## src/rtl/tlb_pkg.sv

```systemverilog
package tlb_pkg;
  typedef enum logic {
    ST_IDLE = 1'b0,
    ST_WALK = 1'b1
  } tlb_state_e;
endpackage

```

## src/rtl/tlb_cam.sv

```systemverilog
// Entry store with parallel tag compare and free-slot search.
module tlb_cam #(
  parameter int ENTRIES = 4,
  parameter int VPN_W   = 20,
  parameter int PPN_W   = 16,
  localparam int IDX_W  = (ENTRIES > 1) ? $clog2(ENTRIES) : 1
) (
  input  logic             clk,
  input  logic             rst,
  input  logic             flush_i,
  input  logic [VPN_W-1:0] lk_vpn_i,
  input  logic             wr_en_i,
  input  logic [IDX_W-1:0] wr_idx_i,
  input  logic [VPN_W-1:0] wr_vpn_i,
  input  logic [PPN_W-1:0] wr_ppn_i,
  input  logic             wr_disk_i,
  output logic             hit_o,
  output logic [IDX_W-1:0] hit_idx_o,
  output logic [PPN_W-1:0] hit_ppn_o,
  output logic             hit_disk_o,
  output logic             free_o,
  output logic [IDX_W-1:0] free_idx_o,
  output logic [ENTRIES-1:0] valid_o
);
  logic [VPN_W-1:0]   tag_q  [ENTRIES];
  logic [PPN_W-1:0]   ppn_q  [ENTRIES];
  logic [ENTRIES-1:0] disk_q;
  logic [ENTRIES-1:0] valid_q;
  logic [ENTRIES-1:0] match;

  // Payload arrays carry no reset; only the valid bits do.
  always_ff @(posedge clk) begin
    if (wr_en_i) begin
      tag_q[wr_idx_i]  <= wr_vpn_i;
      ppn_q[wr_idx_i]  <= wr_ppn_i;
      disk_q[wr_idx_i] <= wr_disk_i;
    end
  end

  // Flush is applied first, so a same-edge write survives it.
  always_ff @(posedge clk) begin
    if (rst) begin
      valid_q <= '0;
    end else begin
      if (flush_i) valid_q <= '0;
      if (wr_en_i) valid_q[wr_idx_i] <= 1'b1;
    end
  end

  for (genvar g = 0; g < ENTRIES; g++) begin : g_cmp
    assign match[g] = valid_q[g] && (tag_q[g] == lk_vpn_i);
  end

  always_comb begin
    hit_idx_o  = '0;
    free_idx_o = '0;
    for (int i = ENTRIES - 1; i >= 0; i--) begin
      if (match[i])    hit_idx_o  = IDX_W'(i);
      if (!valid_q[i]) free_idx_o = IDX_W'(i);
    end
  end

  assign hit_o      = |match;
  assign free_o     = ~&valid_q;
  assign hit_ppn_o  = ppn_q[hit_idx_o];
  assign hit_disk_o = disk_q[hit_idx_o];
  assign valid_o    = valid_q;
endmodule

```

## src/rtl/tlb_lru_order.sv

```systemverilog
// True LRU by per-entry age ranks; rank ENTRIES-1 is the oldest.
module tlb_lru_order #(
  parameter int ENTRIES = 4,
  localparam int IDX_W  = (ENTRIES > 1) ? $clog2(ENTRIES) : 1
) (
  input  logic             clk,
  input  logic             rst,
  input  logic             flush_i,
  input  logic             touch_i,
  input  logic [IDX_W-1:0] touch_idx_i,
  output logic [IDX_W-1:0] oldest_idx_o
);
  logic [IDX_W-1:0] age_q   [ENTRIES];
  logic [IDX_W-1:0] age_base[ENTRIES];
  logic [IDX_W-1:0] age_nxt [ENTRIES];
  logic [IDX_W-1:0] touched_age;

  always_comb begin
    for (int i = 0; i < ENTRIES; i++)
      age_base[i] = flush_i ? IDX_W'(i) : age_q[i];
    touched_age = age_base[touch_idx_i];
    for (int i = 0; i < ENTRIES; i++) begin
      age_nxt[i] = age_base[i];
      if (touch_i) begin
        if (IDX_W'(i) == touch_idx_i)       age_nxt[i] = '0;
        else if (age_base[i] < touched_age) age_nxt[i] = age_base[i] + 1'b1;
      end
    end
  end

  always_ff @(posedge clk) begin
    for (int i = 0; i < ENTRIES; i++) begin
      if (rst) age_q[i] <= IDX_W'(i);
      else     age_q[i] <= age_nxt[i];
    end
  end

  always_comb begin
    oldest_idx_o = '0;
    for (int i = 0; i < ENTRIES; i++)
      if (age_q[i] == IDX_W'(ENTRIES - 1)) oldest_idx_o = IDX_W'(i);
  end
endmodule

```

## src/rtl/tlb_lru.sv

```systemverilog
module tlb_lru #(
  parameter int ENTRIES = 4,
  parameter int VPN_W   = 20,
  parameter int OFF_W   = 12,
  parameter int PPN_W   = 16,
  localparam int VA_W   = VPN_W + OFF_W,
  localparam int PA_W   = PPN_W + OFF_W,
  localparam int IDX_W  = (ENTRIES > 1) ? $clog2(ENTRIES) : 1
) (
  input  logic             clk,
  input  logic             rst,
  input  logic             flush_i,
  input  logic             req_valid_i,
  input  logic [VA_W-1:0]  req_va_i,
  output logic             req_ready_o,
  output logic             rsp_valid_o,
  output logic             rsp_hit_o,
  output logic             rsp_fault_o,
  output logic [PA_W-1:0]  rsp_pa_o,
  output logic             walk_req_o,
  output logic [VPN_W-1:0] walk_vpn_o,
  input  logic             walk_done_i,
  input  logic [PPN_W-1:0] walk_ppn_i,
  input  logic             walk_on_disk_i
);
  import tlb_pkg::*;

  tlb_state_e         state_q;
  logic [VPN_W-1:0]   vpn_q;
  logic [OFF_W-1:0]   off_q;
  logic               accept, lk_hit, fill, lk_disk, cam_free;
  logic [IDX_W-1:0]   hit_idx, free_idx, oldest_idx, victim_idx, touch_idx;
  logic [PPN_W-1:0]   lk_ppn;
  logic [ENTRIES-1:0] valid_vec;

  assign req_ready_o = (state_q == ST_IDLE) && !flush_i;
  assign accept      = req_valid_i && req_ready_o;
  assign fill        = (state_q == ST_WALK) && walk_done_i;
  assign victim_idx  = cam_free ? free_idx : oldest_idx;
  assign touch_idx   = fill ? victim_idx : hit_idx;

  tlb_cam #(.ENTRIES(ENTRIES), .VPN_W(VPN_W), .PPN_W(PPN_W)) u_cam (
    .clk        (clk),
    .rst        (rst),
    .flush_i    (flush_i),
    .lk_vpn_i   (req_va_i[VA_W-1:OFF_W]),
    .wr_en_i    (fill),
    .wr_idx_i   (victim_idx),
    .wr_vpn_i   (vpn_q),
    .wr_ppn_i   (walk_ppn_i),
    .wr_disk_i  (walk_on_disk_i),
    .hit_o      (lk_hit),
    .hit_idx_o  (hit_idx),
    .hit_ppn_o  (lk_ppn),
    .hit_disk_o (lk_disk),
    .free_o     (cam_free),
    .free_idx_o (free_idx),
    .valid_o    (valid_vec)
  );

  tlb_lru_order #(.ENTRIES(ENTRIES)) u_lru (
    .clk          (clk),
    .rst          (rst),
    .flush_i      (flush_i),
    .touch_i      (fill || (accept && lk_hit)),
    .touch_idx_i  (touch_idx),
    .oldest_idx_o (oldest_idx)
  );

  always_ff @(posedge clk) begin
    if (rst) begin
      state_q    <= ST_IDLE;
      walk_req_o <= 1'b0;
      vpn_q      <= '0;
      off_q      <= '0;
    end else if (accept && !lk_hit) begin
      state_q    <= ST_WALK;
      walk_req_o <= 1'b1;
      vpn_q      <= req_va_i[VA_W-1:OFF_W];
      off_q      <= req_va_i[OFF_W-1:0];
    end else if (fill) begin
      state_q    <= ST_IDLE;
      walk_req_o <= 1'b0;
    end
  end

  assign walk_vpn_o = vpn_q;

  always_ff @(posedge clk) begin
    if (rst) begin
      rsp_valid_o <= 1'b0;
      rsp_hit_o   <= 1'b0;
      rsp_fault_o <= 1'b0;
      rsp_pa_o    <= '0;
    end else begin
      rsp_valid_o <= (accept && lk_hit) || fill;
      if (accept && lk_hit) begin
        rsp_hit_o   <= 1'b1;
        rsp_fault_o <= lk_disk;
        rsp_pa_o    <= lk_disk ? '0 : {lk_ppn, req_va_i[OFF_W-1:0]};
      end else if (fill) begin
        rsp_hit_o   <= 1'b0;
        rsp_fault_o <= walk_on_disk_i;
        rsp_pa_o    <= walk_on_disk_i ? '0 : {walk_ppn_i, off_q};
      end
    end
  end
endmodule

```

## config.mk

```make
export PLATFORM = sky130hd
export DESIGN_NAME = tlb_lru
export DESIGN_NICKNAME = d
export VERILOG_FILES = /design/src/rtl/tlb_pkg.sv /design/src/rtl/tlb_cam.sv /design/src/rtl/tlb_lru_order.sv /design/src/rtl/tlb_lru.sv
export SDC_FILE = /design/constraint.sdc
export NUM_CORES = 1
export LEC_CHECK = 0
export ABC_AREA = 0
export BUFFER_PORTS_ARGS = -buffer_cell sky130_fd_sc_hd__buf_4
export CORE_UTILIZATION = 58
export DETAILED_ROUTE_END_ITERATION = 16
export PLACE_DENSITY = 0.79
export SLEW_MARGIN = 40
export SYNTH_ARGS = -nofsm -noshare
export SYNTH_HDL_FRONTEND = slang
export SYNTH_SLANG_ARGS = --single-unit
```

## constraint.sdc

```tcl
create_clock -name clk -period 5.2 [get_ports clk]
set_clock_uncertainty 0.2 [all_clocks]
set_input_delay 0.26 -clock clk [delete_from_list [all_inputs] [get_ports clk]]
set_output_delay 0.26 -clock clk [all_outputs]
set_load 0.01 [all_outputs]
```

==> results.toml, run 1 <==
[status]
outcome = "completed"

[sta]
setup-violations-final = 0
slew_headroom_pct = 51.9
hold_viol = 0
rsz0062_at_grt = "no"
post-route-min-period_ns = 3.93
fin_crit_sh_pct = 75.6
finalSetupTns_ns = 0
timing.final.max_slew_violations = 0
worstMarginPinSlew_ns = 0.720
fmax_ghz = 0.254
setup_slack_ns = 1.27

[clock_network]
ctsRootBufferMaster = "clkbuf_16"
clock_latency_ns = 0.51
clock_path_buffers = 3
cts_tree = "done"
cts_sinks = 224
clk_pin_slew_ns = 0.06
cts_resized = 0
cts_inserted_buffers = 23
h-tree-depth = 1

[synth]
seq_area_frac_synth_pct = 62.0
async_flop_share_pct = 0
synthCells = 726
synth_area_leaders = "edfxtp_1 (46%), dfxtp_1 (16%), xnor2_1 (6.4%)"
ys.flop_type = "edfxtp_1"
yosys_warnings = 0
synth_top_area_share_pct = 46.2
syn_area_per_cell_sq_um = 13.2
synth_area_sq_um = 9620
ys_types = 70
synthTopCellsByCount = "edfxtp_1 (148), nor2_1 (78), dfxtp_1 (76)"
synth_top_cell_by_area = "edfxtp_1"
synth-edff-count = 148
synth.most_common_cell = "edfxtp_1"
synth_seq_cells = 224
synth_fp_nets = 780

[die]
die_h_microns = 131
io_pins = 107
fp-row-count = 46
die_w_microns = 131
coreArea_sq_um = 16100
start_util_pct = 59.9
fp.dieArea_sq_um = 17100

[route]
drc = 0
drt_wl_total_microns = 24400
wl_per_cell_microns = 22.1
vias = 6692
drtIter0Drc = 569
drtPass1Iterations = 5
drt.antenna.violating_nets = 0
vias_per_cell = 6.06

[final_layout]
nNetsFinal = 925
utilization_pct = 73.4
diodes = 0
nFillCells = 1025
drive_gt1_share_pct = 22.9
area_growth_syn_to_layout_pct = 22.6

[pwr]
cellPowerDensity_nw_per_um2 = 326
leakagePower_nw = 4.16
ir_drop_mv = 0.285
finalPower_mw = 3.84

[place]
pre_cts_ws_ns = 1.42
port_buffers = 106
gp_congestion = 0.961
hpwl_microns = 15500

[critical_path]
critPathCaptureType = "flip-flop"
arrival_ns = 4.15
crit_type = "in -> reg"
start_kind = "primary input"
cp.required_ns = 5.41
path_max_fanout = 29

[global_route]
grt_pass1_wl_microns = 36900
antenna_found_initial = 0
grt_pass1_vias = 6555
overflow = 0
track_usage_pct = 29.0
grt_start_max_net_pins = 76

[run]
drv_cap = 0

[worst_hold_path]
hp-class = "in -> reg"
[final cells by class]
cell class	instances	area [sq um]	share of cell area, %
Inverter	9	33.8	0.287
Timing Repair Buffer	170	1430	12.1
Multi-Input combinational cell	443	3370	28.6
Clock buffer	30	602	5.10
Clock inverter	12	121	1.03
Sequential cell	224	5970	50.6
Tap cell	216	270	2.29
[layout by cell type, fill, tap and decap left out, drive strengths merged, types with 2 or more instances in the layout]
cell type and instances:
bufinv 2, o31ai 2, and2 6, a21oi 17
nor4 10, dfxtp 76, nand3 9, a31oi 3
or3 3, nor2b 4, nand2 25, nor3 37
o211ai 3, clkinv 8, nand4 28, dlygate4sd3 51
a32oi 2, mux2i 32, or2 4, inv 10
o21ai 12, buf 119, a221oi 28, a211oi 9
or4 2, and4 5, xnor2 72, o21a 2
clkbuf 30, edfxtp 148, nor2 79, a2111oi 3
a21boi 2, xor2 8, mux4 16
[through the flow]
step                cells  instance area [sq um]  hold WS [ns]
floorplan             726                   9620         0.159
detailed placement   1011                  10500         0.261
global route         1104                  11800        0.0374
global placement     1010                  10500         0.242
CTS                  1104                  11800         0.123
finish               1104                  11800        0.0253
[path summary, 6_finish.rpt]
check	slack, ns	depth (start not counted)	start	end
worst min register to register	0.26	2	rsp_fault_o	rsp_fault_o
worst max-delay path	1.27	12	req_va_i[17]	rsp_pa_o[8]
worst max register to register	1.32	10	u_cam.tag_q[3][5]	rsp_pa_o[8]
worst min-delay path	0.03	2	rst	state_q
[state kept, by name, summed over array words and instances, names as in the netlist, 4 cells and up]
register and cells:
walk_vpn_o 20, u_cam.valid_o 4, rsp_pa_o 28, u_lru.age_q 8
off_q 12, u_cam.disk_q 4, u_cam.tag_q 80, u_cam.ppn_q 64
[worst max-delay path: stages]
cell	delay [ns]
dlygate4sd3_1	0.53
buf_4	0.16
xnor2_1	0.41
nand4_1	0.17
or4_4	0.57
or2_4	0.30
a211oi_4	0.58
o211ai_1	0.20
a21oi_2	0.17
buf_4	0.38
a221oi_1	0.15
nor3_1	0.25
[power breakdown]
part	switching, mW	total, mW	internal (mW)
clock network	0.681	1.60	0.921
logic	0.155	0.287	0.132
registers	0.0243	1.95	1.93
[metal layers]
metal / vias to the layer above / share of wire (%) / wire length (microns) / global-route usage [%]
li1: 3025 / - / - / -
met4: 0 / 2.7 / 659 / 9.67
met5: - / 0 / 0 / 0
met1: 3349 / 42 / 10300 / 39.5
met3: 52 / 6.4 / 1550 / 5.29
met2: 266 / 48 / 11800 / 47.2
[logic make-up (layout without fill, tap and decap cells)]
family | after synthesis | after routing | synth area share (%)
AOI/OAI and AO/OA | 96 | 96 | 8.48
xor gates and xnor gates | 80 | 80 | 7.44
buffers and inverters | 59 | 221 | 3.40
DFF | 224 | 224 | 62.0
muxes | 48 | 48 | 7.08
and+or+nand+nor | 219 | 219 | 11.6
[repair_timing]
| action | in CTS | in global routing |
|---|---|---|
| endpoints found under the hold margin | 130 | 0 |
| setup buffers | 0 | 0 |
| hold buffers | 51 | 0 |
(Power assumes the default switching activity.)
==> run 2, diff against run 1 <==
==> constraint.sdc (replaced) <==
create_clock -name clk -period 3.9 [get_ports clk]
set_clock_uncertainty 0.2 [all_clocks]
set_input_delay 0.195 -clock clk [delete_from_list [all_inputs] [get_ports clk]]
set_output_delay 0.195 -clock clk [all_outputs]
set_load 0.01 [all_outputs]
==> results.toml, run 2 (synthesized netlist as in run 1, its figures left out) <==
[sta]
timing.final.max_slew_violations = 0
hold_ws_ns = 0.0218
setup_slack_ns = 0.268
worstMarginPinSlew_ns = 0.706
fmax_ghz = 0.275
post-route-min-period_ns = 3.63
rsz0062_at_grt = "no"
fin_crit_sh_pct = 93.1
setup-violations-final = 0
slew_headroom_pct = 52.6
hold_viol = 0
finalSetupTns_ns = 0

[clock_network]
cts_tree = "done"
ctsRootBufferMaster = "clkbuf_16"
clk_pin_slew_ns = 0.06
h-tree-depth = 1
cts_inserted_buffers = 24
holdBufCountCts = 51
clock_latency_ns = 0.53
cts_sinks = 224
cts_resized = 0
cts_setup_buffers = 0
clock_path_buffers = 3

[critical_path]
cp.required_ns = 4.08
worstPathCellList = "dlygate4sd3_1 -> buf_4 -> xnor2_1 -> nand4_1 -> nor4_1 -> nand4_1 -> o21ai_2 -> buf_4 -> mux4_2 -> a221oi_1 -> nor3_1"
max_stage_delay_ns = 0.60
r2r-start = "u_cam.tag_q[0][5]"
crit_buf_inv = 3
reg2reg_depth = 9
cp_top_family = "simple AND/OR/NAND/NOR gates"
arrival_ns = 3.81
path_max_fanout = 17
crit_type = "in -> reg"
r2r_end = "rsp_pa_o[13]"
crit_slowest_cell = "nor4_1"
critPathCaptureType = "flip-flop"
ff2ff_setup_slack_ns = 0.29
start_kind = "primary input"

[worst_hold_path]
hold_start = "req_valid_i"
min_path_cells = 4
hold_end = "rsp_hit_o"
hp-class = "in -> reg"

[global_route]
overflow = 0
grt_pass1_wl_microns = 37200
antenna_found_initial = 0
track_usage_pct = 29.1
grt_pass1_vias = 6681
grt_start_max_net_pins = 76

[final_layout]
diodes = 0
largest_register_ffs = 80
regMostFlops = "u_cam.tag_q"
layout.cells.non_filler = 1112
nNetsFinal = 932
biggestRegsByFlops = "u_cam.tag_q (80), u_cam.ppn_q (64), rsp_pa_o (28)"
drive_gt1_share_pct = 24.0
mostFrequentLayoutCells = "edfxtp_1 (148), buf_4 (121), nor2_1 (77)"
area_growth_syn_to_layout_pct = 24.9
layout_commonest_cell = "edfxtp_1"
utilization_pct = 74.8

[route]
drtIter0Drc = 511
drt_wl_total_microns = 24400
wl_per_cell_microns = 22.0
drt.antenna.violating_nets = 0
vias = 6748
drtPass1Iterations = 5
vias_per_cell = 6.07
drc = 0

[die]
fp-row-count = 46
coreArea_sq_um = 16100
die_w_microns = 131
die_h_microns = 131
fp.dieArea_sq_um = 17100
io_pins = 107
start_util_pct = 59.9

[pwr]
leakagePower_nw = 4.27
cellPowerDensity_nw_per_um2 = 462
ir_drop_mv = 0.426

[place]
pre_cts_ws_ns = 0.283
place_inst = 1016
port_buffers = 106
hpwl_microns = 15700
gp_congestion = 0.876

[run]
drv_cap = 0

[status]
outcome = "completed"
[run 2: cell types whose count changed in the layout (fill, tap and decap cells not counted), moves of 2 or more]
cell	delta
buf_4	+4
clkinvlp_4	+2
bufinv_16	+5
buf_12	+2
clkinv_4	-2
clkbuf_1	-5
[run 2: worst max path at each step]
stage | endpoint | depth (start not counted) | from
detailed placement | rsp_pa_o[16] | 9 | u_cam.tag_q[0][5]
global placement | rsp_pa_o[12] | 9 | u_cam.tag_q[0][5]
floorplan | u_lru.age_q[3][0] | 8 | u_lru.age_q[3][0]
finish | rsp_pa_o[13] | 11 | req_va_i[17]
CTS | rsp_pa_o[13] | 11 | req_va_i[17]
global route | rsp_pa_o[4] | 11 | u_cam.tag_q[0][5]
[run 2: worst register-to-register path: cells and delay by family (launching register included)]
family,cells,cell delay [ns]
flops,1,0.38
xor+xnor,1,0.32
buf+inv,1,0.35
mux,1,0.56
simple gates,4,1.20
compound gates,2,0.49
[run 2: report_power, final]
part           internal [mW]  total (mW)  switching (mW)
Combinational          0.178       0.381           0.203
Clock                   1.62        2.56           0.948
Sequential              2.57        2.60          0.0343
Total                   4.36        5.55            1.19
[run 2: per-stage QoR]
stage	total power, mW	cell area, sq um
floorplan	2.84	9620
global placement	2.97	10600
global route	5.68	12000
detailed placement	2.98	10600
CTS	5.55	12000
finish	5.55	12000
[run 2: layout make-up]
class	count	area, sq um
timing repair buffer	176	1480
clock buffer	27	622
fill	1013	4040
multi-input combinational	443	3360
inverter	9	33.8
sequential	224	5970
tap	216	270
clock inverter	17	278
[run 2: per-layer routing]
metal / part of all wire, % / vias to the layer above / global-route usage [%]
met1: 41 / 3350 / 38.1
li1: - / 3045 / -
met2: 51 / 295 / 50.3
met4: 2.5 / 0 / 9.40
met5: 0 / - / 0
met3: 5.5 / 58 / 3.99
